### src/rtl/irq_entry_pkg.sv
package irq_entry_pkg;

  typedef enum logic {
    MODE_MONITOR = 1'b0,
    MODE_USER    = 1'b1
  } privMode_e;

  // strobes from control to datapath
  typedef struct packed {
    logic take;   // enter a handler this edge
    logic ret;    // return from handler this edge
    logic wrVec;  // honoured vector table write
  } ctrlStrobe_t;

  localparam int unsigned NUM_TRAP = 2;

endpackage

### src/rtl/irq_entry_arb.sv
module irq_entry_arb #(
  parameter int unsigned N  = 8,
  parameter int unsigned IW = 3
) (
  input  logic [N-1:0]  req,
  output logic          anyReq,
  output logic [N-1:0]  grant,
  output logic [IW-1:0] grantIdx
);

  logic [N:0] lowerSeen;
  assign lowerSeen[0] = 1'b0;

  for (genvar i = 0; i < N; i++) begin : g_chain
    assign grant[i]         = req[i] & ~lowerSeen[i];
    assign lowerSeen[i + 1] = lowerSeen[i] | req[i];
  end

  assign anyReq = lowerSeen[N];

  always_comb begin
    grantIdx = '0;
    for (int i = 0; i < N; i++) begin
      if (grant[i]) grantIdx = grantIdx | IW'(i);
    end
  end

endmodule

### src/rtl/irq_entry_ctrl.sv
module irq_entry_ctrl
  import irq_entry_pkg::*;
#(
  parameter int unsigned DEPTH = 8,
  parameter int unsigned IW    = 3
) (
  input  logic             clk,
  input  logic             rstN,
  input  logic [DEPTH-1:0] reqVec,
  input  logic             retStrobe,
  input  logic             enterUser,
  input  logic             vecWe,
  output ctrlStrobe_t      strobe,
  output logic [IW-1:0]    grantIdx,
  output logic             userMode,
  output logic             intMasked
);

  logic [DEPTH-1:0] pendQ;
  logic [DEPTH-1:0] allReq;
  logic [DEPTH-1:0] grant;
  logic             anyReq;
  logic             maskQ;
  privMode_e        modeQ;
  privMode_e        savedModeQ;

  assign allReq = pendQ | reqVec;

  irq_entry_arb #(.N(DEPTH), .IW(IW)) u_arb (
    .req      (allReq),
    .anyReq   (anyReq),
    .grant    (grant),
    .grantIdx (grantIdx)
  );

  always_comb begin
    strobe.take  = ~maskQ & anyReq;
    strobe.ret   = maskQ & retStrobe;
    strobe.wrVec = vecWe & (modeQ == MODE_MONITOR);
  end

  always_ff @(posedge clk) begin
    if (!rstN) begin
      pendQ      <= '0;
      maskQ      <= 1'b0;
      modeQ      <= MODE_MONITOR;
      savedModeQ <= MODE_MONITOR;
    end else begin
      pendQ <= strobe.take ? (allReq & ~grant) : allReq;
      if (strobe.take) begin
        maskQ      <= 1'b1;
        savedModeQ <= modeQ;
        modeQ      <= MODE_MONITOR;
      end else if (strobe.ret) begin
        maskQ <= 1'b0;
        modeQ <= savedModeQ;
      end else if (enterUser && modeQ == MODE_MONITOR) begin
        modeQ <= MODE_USER;
      end
    end
  end

  assign userMode  = (modeQ == MODE_USER);
  assign intMasked = maskQ;

endmodule

### src/rtl/irq_entry_dp.sv
module irq_entry_dp
  import irq_entry_pkg::*;
#(
  parameter int unsigned DEPTH  = 8,
  parameter int unsigned IW     = 3,
  parameter int unsigned ADDR_W = 32
) (
  input  logic              clk,
  input  logic              rstN,
  input  ctrlStrobe_t       strobe,
  input  logic [IW-1:0]     grantIdx,
  input  logic [ADDR_W-1:0] curPc,
  input  logic [IW-1:0]     vecIdx,
  input  logic [ADDR_W-1:0] vecData,
  output logic              redirectValid,
  output logic [ADDR_W-1:0] redirectPc,
  output logic [IW-1:0]     causeIdx
);

  logic [ADDR_W-1:0] vecQ [DEPTH];
  logic [ADDR_W-1:0] savedPcQ;
  logic [DEPTH-1:0]  wrSel;

  for (genvar i = 0; i < DEPTH; i++) begin : g_vec
    assign wrSel[i] = strobe.wrVec && (vecIdx == IW'(i));
    always_ff @(posedge clk) begin
      if (!rstN)         vecQ[i] <= '0;
      else if (wrSel[i]) vecQ[i] <= vecData;
    end
  end

  always_ff @(posedge clk) begin
    if (!rstN) begin
      savedPcQ      <= '0;
      redirectValid <= 1'b0;
      redirectPc    <= '0;
      causeIdx      <= '0;
    end else begin
      redirectValid <= strobe.take | strobe.ret;
      if (strobe.take) begin
        savedPcQ   <= curPc;
        redirectPc <= vecQ[grantIdx];
        causeIdx   <= grantIdx;
      end else if (strobe.ret) begin
        redirectPc <= savedPcQ;
      end
    end
  end

endmodule

### src/rtl/irq_entry.sv
module irq_entry
  import irq_entry_pkg::*;
#(
  parameter int unsigned NUM_IRQ = 6,
  parameter int unsigned ADDR_W  = 32,
  localparam int unsigned DEPTH  = NUM_IRQ + NUM_TRAP,
  localparam int unsigned IDX_W  = $clog2(DEPTH)
) (
  input  logic               clk,
  input  logic               rstN,
  input  logic [NUM_IRQ-1:0] irqReq,
  input  logic               trapErr,
  input  logic               trapCall,
  input  logic [ADDR_W-1:0]  curPc,
  input  logic               retStrobe,
  input  logic               enterUser,
  input  logic               vecWe,
  input  logic [IDX_W-1:0]   vecIdx,
  input  logic [ADDR_W-1:0]  vecData,
  output logic               redirectValid,
  output logic [ADDR_W-1:0]  redirectPc,
  output logic [IDX_W-1:0]   causeIdx,
  output logic               userMode,
  output logic               intMasked
);

  ctrlStrobe_t      strobe;
  logic [IDX_W-1:0] grantIdx;
  logic [DEPTH-1:0] reqVec;

  // source order sets priority: error trap, service-call trap, devices
  assign reqVec = {irqReq, trapCall, trapErr};

  irq_entry_ctrl #(.DEPTH(DEPTH), .IW(IDX_W)) u_ctrl (
    .clk       (clk),
    .rstN      (rstN),
    .reqVec    (reqVec),
    .retStrobe (retStrobe),
    .enterUser (enterUser),
    .vecWe     (vecWe),
    .strobe    (strobe),
    .grantIdx  (grantIdx),
    .userMode  (userMode),
    .intMasked (intMasked)
  );

  irq_entry_dp #(.DEPTH(DEPTH), .IW(IDX_W), .ADDR_W(ADDR_W)) u_dp (
    .clk           (clk),
    .rstN          (rstN),
    .strobe        (strobe),
    .grantIdx      (grantIdx),
    .curPc         (curPc),
    .vecIdx        (vecIdx),
    .vecData       (vecData),
    .redirectValid (redirectValid),
    .redirectPc    (redirectPc),
    .causeIdx      (causeIdx)
  );

endmodule

### config.mk
export PLATFORM = sky130hd
export DESIGN_NAME = irq_entry
export DESIGN_NICKNAME = d
export VERILOG_FILES = /design/src/rtl/irq_entry_pkg.sv /design/src/rtl/irq_entry_arb.sv /design/src/rtl/irq_entry_ctrl.sv /design/src/rtl/irq_entry_dp.sv /design/src/rtl/irq_entry.sv
export SDC_FILE = /design/constraint.sdc
export NUM_CORES = 1
export LEC_CHECK = 0
export BUFFER_PORTS_ARGS = -buffer_cell sky130_fd_sc_hd__buf_2
export CAP_MARGIN = 10
export CORE_MARGIN = 5
export CORE_UTILIZATION = 28
export CTS_CLUSTER_DIAMETER = 60
export CTS_CLUSTER_SIZE = 12
export DETAILED_ROUTE_END_ITERATION = 16
export HOLD_SLACK_MARGIN = 0.1
export MAX_ROUTING_LAYER = met4
export PLACE_DENSITY_LB_ADDON = 0.1
export SYNTH_ARGS = -nofsm -noshare
export SYNTH_HDL_FRONTEND = slang
export SYNTH_SLANG_ARGS = --single-unit
### constraint.sdc
create_clock -name clk -period 6.04 [get_ports clk]
set_input_delay 0.302 -clock clk [delete_from_list [all_inputs] [get_ports clk]]
set_output_delay 0.302 -clock clk [all_outputs]
set_load 0.005 [all_outputs]
# Word level (Yosys, flattened, before mapping)
# Memory sizes are Yosys's and may differ from the RTL's.
# Index checks and enable logic that the tools add are counted.
# word_totals
memories,1
ramBits,256
register_bits,79
wordCells,115
# memory_table
name,depth,width,read_ports,rd_ports_with_merged_regs,write_ports,line_no,rtl
u_dp.vecQ,8,32,1,0,8,irq_entry_dp.sv:20,logic [ADDR_W-1:0] vecQ [DEPTH];
# op_classes
n_reduce_logical,13
bitwise_logic,39
n_eq_ne,7
n_mux,47
# ops
op,count
$mux W32,10
$mux W1,30
$or A1 B1 Y1,16
$eq A3 B3 Y1 const B,4
$mux W3,4
$and A1 B1 Y1,10
$not A1 Y1,10
$logic_and A1 B1 Y1,9
$and A8 B8 Y8,1
$mux W8,1
$not A8 Y8,1
$or A8 B8 Y8,1
$eq A3 B2 Y1 const B,2
$mux W2,2
$reduce_bool A2 Y1,2
$eq A3 B1 Y1 const B,1
$logic_not A3 Y1,1
$reduce_or A2 Y1,1

# Longest topological paths before layout
# depth
word_depth,12
mapped_depth,9
mapped_depth_nobuf,7

# Cells and area by module
# From an unflattened synthesis, not the netlist that was laid out.
# hier_totals
hier_cells,1116
hier_area_um2,14908.0
# modules_own_cells
module,area_each_um2,n_inst,cells_each
irq_entry_dp,14320.0,1,1042
irq_entry_ctrl,441.7,1,50
irq_entry_arb,146.4,1,24

# Worst setup path before layout
# No wires, ideal clock.
# synth_path
kind,register to register
start,reg u_ctrl.modeQ (netlist: u_ctrl.userMode)
end,mem u_dp.vecQ[0][0] (enable)
setup_time_ns,0.466
setup_slack_ns,2.444
path_stages_with_launch,4
synth_period_minus_slack_ns,3.596
arrival_ns,3.131
path_cell_list,dfxtp_1 nand2b_1 or3_1 o21ai_0
# synth_lines
item,line_no,rtl
from (decl),irq_entry_ctrl.sv:24,privMode_e modeQ;
from (signal assigned),irq_entry_ctrl.sv:56,modeQ <= savedModeQ;
to (decl),irq_entry_dp.sv:20,

# Worst setup path in the final report
# layout_path
start,in irqReq[1]
end,reg u_dp.redirectPc[21]
# layout_between
elab_chain_cells,10
word_cells_on_any_way,24
classes_between,mux: 6; bitwise: 16; reduce/logical: 1; memory: 1
# layout_lines
item,line_no,rtl
from (decl),irq_entry.sv:11,"input logic [NUM_IRQ-1:0] irqReq,"
$or A8 B8 Y8 (*),irq_entry_ctrl.sv:27,assign allReq = pendQ | reqVec;
$or A1 B1 Y1,irq_entry_arb.sv:16,assign lowerSeen[i + 1] = lowerSeen[i] | req[i];
$or A1 B1 Y1 or $not A1 Y1 (tied branches),"irq_entry_arb.sv:16, irq_entry_arb.sv:15",
"$or A1 B1 Y1, or another cell as far along",irq_entry_arb.sv:16,
"$not A1 Y1, or another cell as far along",irq_entry_arb.sv:15,assign grant[i] = req[i] & ~lowerSeen[i];
"$and A1 B1 Y1, or another cell as far along",irq_entry_arb.sv:15,
$mux W3 or $and A1 B1 Y1 (tied branches),"irq_entry_arb.sv:24, irq_entry_arb.sv:15",
$mux W3,irq_entry_arb.sv:24,if (grant[i]) grantIdx = grantIdx | IW'(i);
$mem_v2 Z8 W32,--,
$mux W32,irq_entry_dp.sv:40,if (strobe.take) begin
to (signal assigned),irq_entry_dp.sv:42,redirectPc <= vecQ[grantIdx];
to (signal assigned),irq_entry_dp.sv:45,redirectPc <= savedPcQ;
to (decl),irq_entry_dp.sv:16,"output logic [ADDR_W-1:0] redirectPc,"
# Every way passes the cells marked *; elsewhere a longest branch is shown, timed or not.
# A chain may end at the register's enable or synchronous reset.

==> out/metrics.yaml <==
run_status:
  status: "completed"
logic_synthesis:
  synth_xor_area_frac: 0
  synth_adder_area_share: 0
  syn-num-nets: 1349
  synth-main-ff-cell: "edfxtp_1"
  synth_top_area_frac: 0.523
  yosysMostFrequentCell: "and2_1"
  ys_top_cells_by_area: "edfxtp_1 (52%), and2_1 (11%), dfxtp_1 (11%)"
  synth_top_family_by_area: "simple AND/OR/NAND/NOR gates"
  avgSynthCellArea_um2: 11.6
  synth_cell_type_count: 38
  synth.top_cells.by_count: "and2_1 (257), edfxtp_1 (256), nand2_1 (171), nand3_1 (89)"
  synthCells: 1269
  ys_seq_area_frac: 0.630
  async_reset_ff_frac: 0
  yosysTopAreaCell: "edfxtp_1"
  syn-cell-area_um2: 14700
  synth-seq-cells: 335
  yosys.area_share.simple: 0.215
  synth_edf_count: 256
  synth_compound_area_frac: 0.0766
  synthMuxAreaShare: 0.0531
  ys.warnings.count: 0
route:
  first_iter_violations: 677
  wire_per_inst_um: 23.3
  viasPerCell: 4.78
  antenna_left: 0
  wl_mm: 49.4
  drt-pass1-iter-count: 6
  drcViolationCount: 0
  vias: 10100
critical_path:
  start_kind: "input port"
  worst_path_max_delay_cell: "or2_2"
  cp.arrival_ns: 3.81
  worstSetupPathType: "in -> reg"
  r2r_slack_ns: 2.81
  crit_buf_inv: 2
  worstSetupEndpointType: "flop"
  path_cells: "dlygate4sd3_1 > buf_2 > nor4_2 > nand2_2 > nor4_1 > or2_2 > o21ai_0 > o221a_2 > a21oi_1"
  cp_max_fo: 39
  max_stage_delay_ns: 0.93
  cp_top_family: "simple AND/OR/NAND/NOR gates"
  critPathRequiredTime_ns: 6.52
power:
  p_leak_nw: 6.65
  combPwrFrac: 0.096
  vdd_ir_drop_max_v: 0.000157
  p_int_mw: 4.09
  swShare: 0.252
  power-per-cell-area_nw_per_um2: 307
  pwr-share-clk: 0.417
  total_power_mw: 5.47
  p_switching_mw: 1.38
  seqPwrFrac: 0.486
placement:
  port_buffers: 117
  place.detailed.hpwl_mm: 27.4
  place_inst: 2007
  globalplace.congestion: 0.717
timing:
  clock.fmax_mhz: 300
  worst-slew-pin-transition_ns: 1.12
  slew_headroom: 0.250
  post-route-period-util: 0.552
  final_max_slew_viol_count: 0
  setup_violations: 0
  fin_tns_setup_ns: 0
  clock_skew_ns: 0.0212
  hold_viol: 0
  rsz0062_at_grt: "false"
  min_period_ns: 3.33
  worst_hold_slack_ns: 0.125
die:
  core_area_um2: 52300
  io_pins: 118
  start_util: 0.281
  rows: 84
  die_area_um2: 57200
  die_x_um: 239
  die_y_um: 239
final_layout:
  drive_above_1_share: 0.181
  layout.cells.non_filler: 2122
  syn2layout_area_growth_pct: 21.1
  nets: 1486
  diodes: 0
clocking:
  htree_levels: 2
  cts_tree: "built"
  clock_path_buffers: 3
  cts-resized-gates: 0
  cts.sinks: 335
  insertion_delay_ns: 0.57
  clkTransAtPathRegs_ns: 0.06
  cts_buffers: 38
  cts-root-buf: "clkbuf_16"
global_routing:
  grt_pass1_vias: 10400
  grt.total_usage: 0.177
  grt_max_degree: 63
  antenna_found_initial: 3
  grt_first_pass_wirelength_mm: 72.7
  grt.overflow.total: 0
hold_path:
  hp-class: "in -> reg"
flow_run:
  cap_violations: 0
[cell type report]
cell class / instances / area, um^2
flip-flops and latches: 335 / 9270
repair buffers: 185 / 1220
clock buffers: 54 / 1040
fillers: 5243 / 34500
multi-input cells: 845 / 5270
inverters: 1 / 3.75
clock inverters: 14 / 154
well taps: 688 / 861
[cell families (layout without fill, tap and decap cells)]
group,Yosys count,count (layout)
muxes,38,38
AOI/OAI and AO/OA,191,191
and+or+nand+nor,616,616
DFF,335,335
buffers and inverters,89,254
[flip-flops by register name (all words and copies together) (netlist names)]
| signal | count |
|---|---|
| u_dp.redirectValid | 1 |
| u_ctrl.savedModeQ | 1 |
| u_dp.vecQ | 256 |
| u_ctrl.userMode | 1 |
| u_dp.savedPcQ | 32 |
| u_ctrl.pendQ | 8 |
| u_dp.redirectPc | 32 |
| u_ctrl.intMasked | 1 |
| u_dp.causeIdx | 3 |
[metrics by stage]
step           cell area [um^2]   util  setup slack [ns]
2_1_floorplan             14700      -              2.44
3_3_place_gp              16100  0.308              2.82
3_5_place_dp              16100  0.308              2.71
4_1_cts                   17800  0.340              2.72
5_1_grt                   17800  0.340              2.48
6_report                  17800  0.340              2.71
[cell usage in the layout, fill, tap and decap left out, types with 8 or more instances in the layout]
| cell | count |
|---|---|
| o21ai_0 | 69 |
| nor2_4 | 10 |
| dlygate4sd3_1 | 47 |
| and2_1 | 256 |
| nor2_1 | 70 |
| mux4_2 | 32 |
| dfxtp_1 | 79 |
| a31oi_1 | 31 |
| clkbuf_16 | 38 |
| a21boi_0 | 34 |
| edfxtp_1 | 256 |
| buf_4 | 22 |
| a21oi_1 | 38 |
| nand2_1 | 171 |
| buf_2 | 116 |
| o21ai_4 | 8 |
| clkbuf_1 | 12 |
| nand3_1 | 89 |
[path summary, 6_finish.rpt]
kind / endpoint / startpoint / cells past startpoint
hold / removal: u_dp.vecQ[0][15] / vecData[15] / 2
setup / recovery: u_dp.redirectPc[21] / irqReq[1] / 9
setup reg to reg: u_dp.redirectPc[21] / u_ctrl.pendQ[3] / 7
hold reg to reg: u_ctrl.savedModeQ / u_ctrl.savedModeQ / 2
[layer usage]
layer  vias up  wire length, um  global-route usage
met2       229            22900               0.278
met1      5072            23400               0.246
met4         0             1200              0.0486
met3        72             1930              0.0205
met5         -                0                   -
li1       4764                -                   -
[power groups by stage]
| stage | Combinational (mW) | Clock, mW | Sequential (mW) |
|---|---|---|---|
| after floorplan | 0.279 | 0 | 2.70 |
| after global placement | 0.513 | 0 | 2.71 |
| after detailed placement | 0.516 | 0 | 2.71 |
| after CTS | 0.542 | 2.35 | 2.66 |
| after global routing | 0.583 | 2.43 | 2.67 |
| final | 0.528 | 2.29 | 2.66 |
[repair_timing]
action                    CTS  global route
hold endpoints to repair   59             0
buffers inserted            0             0
hold buffers               47             0
No activity file was read; power rests on OpenSTA's default activity.
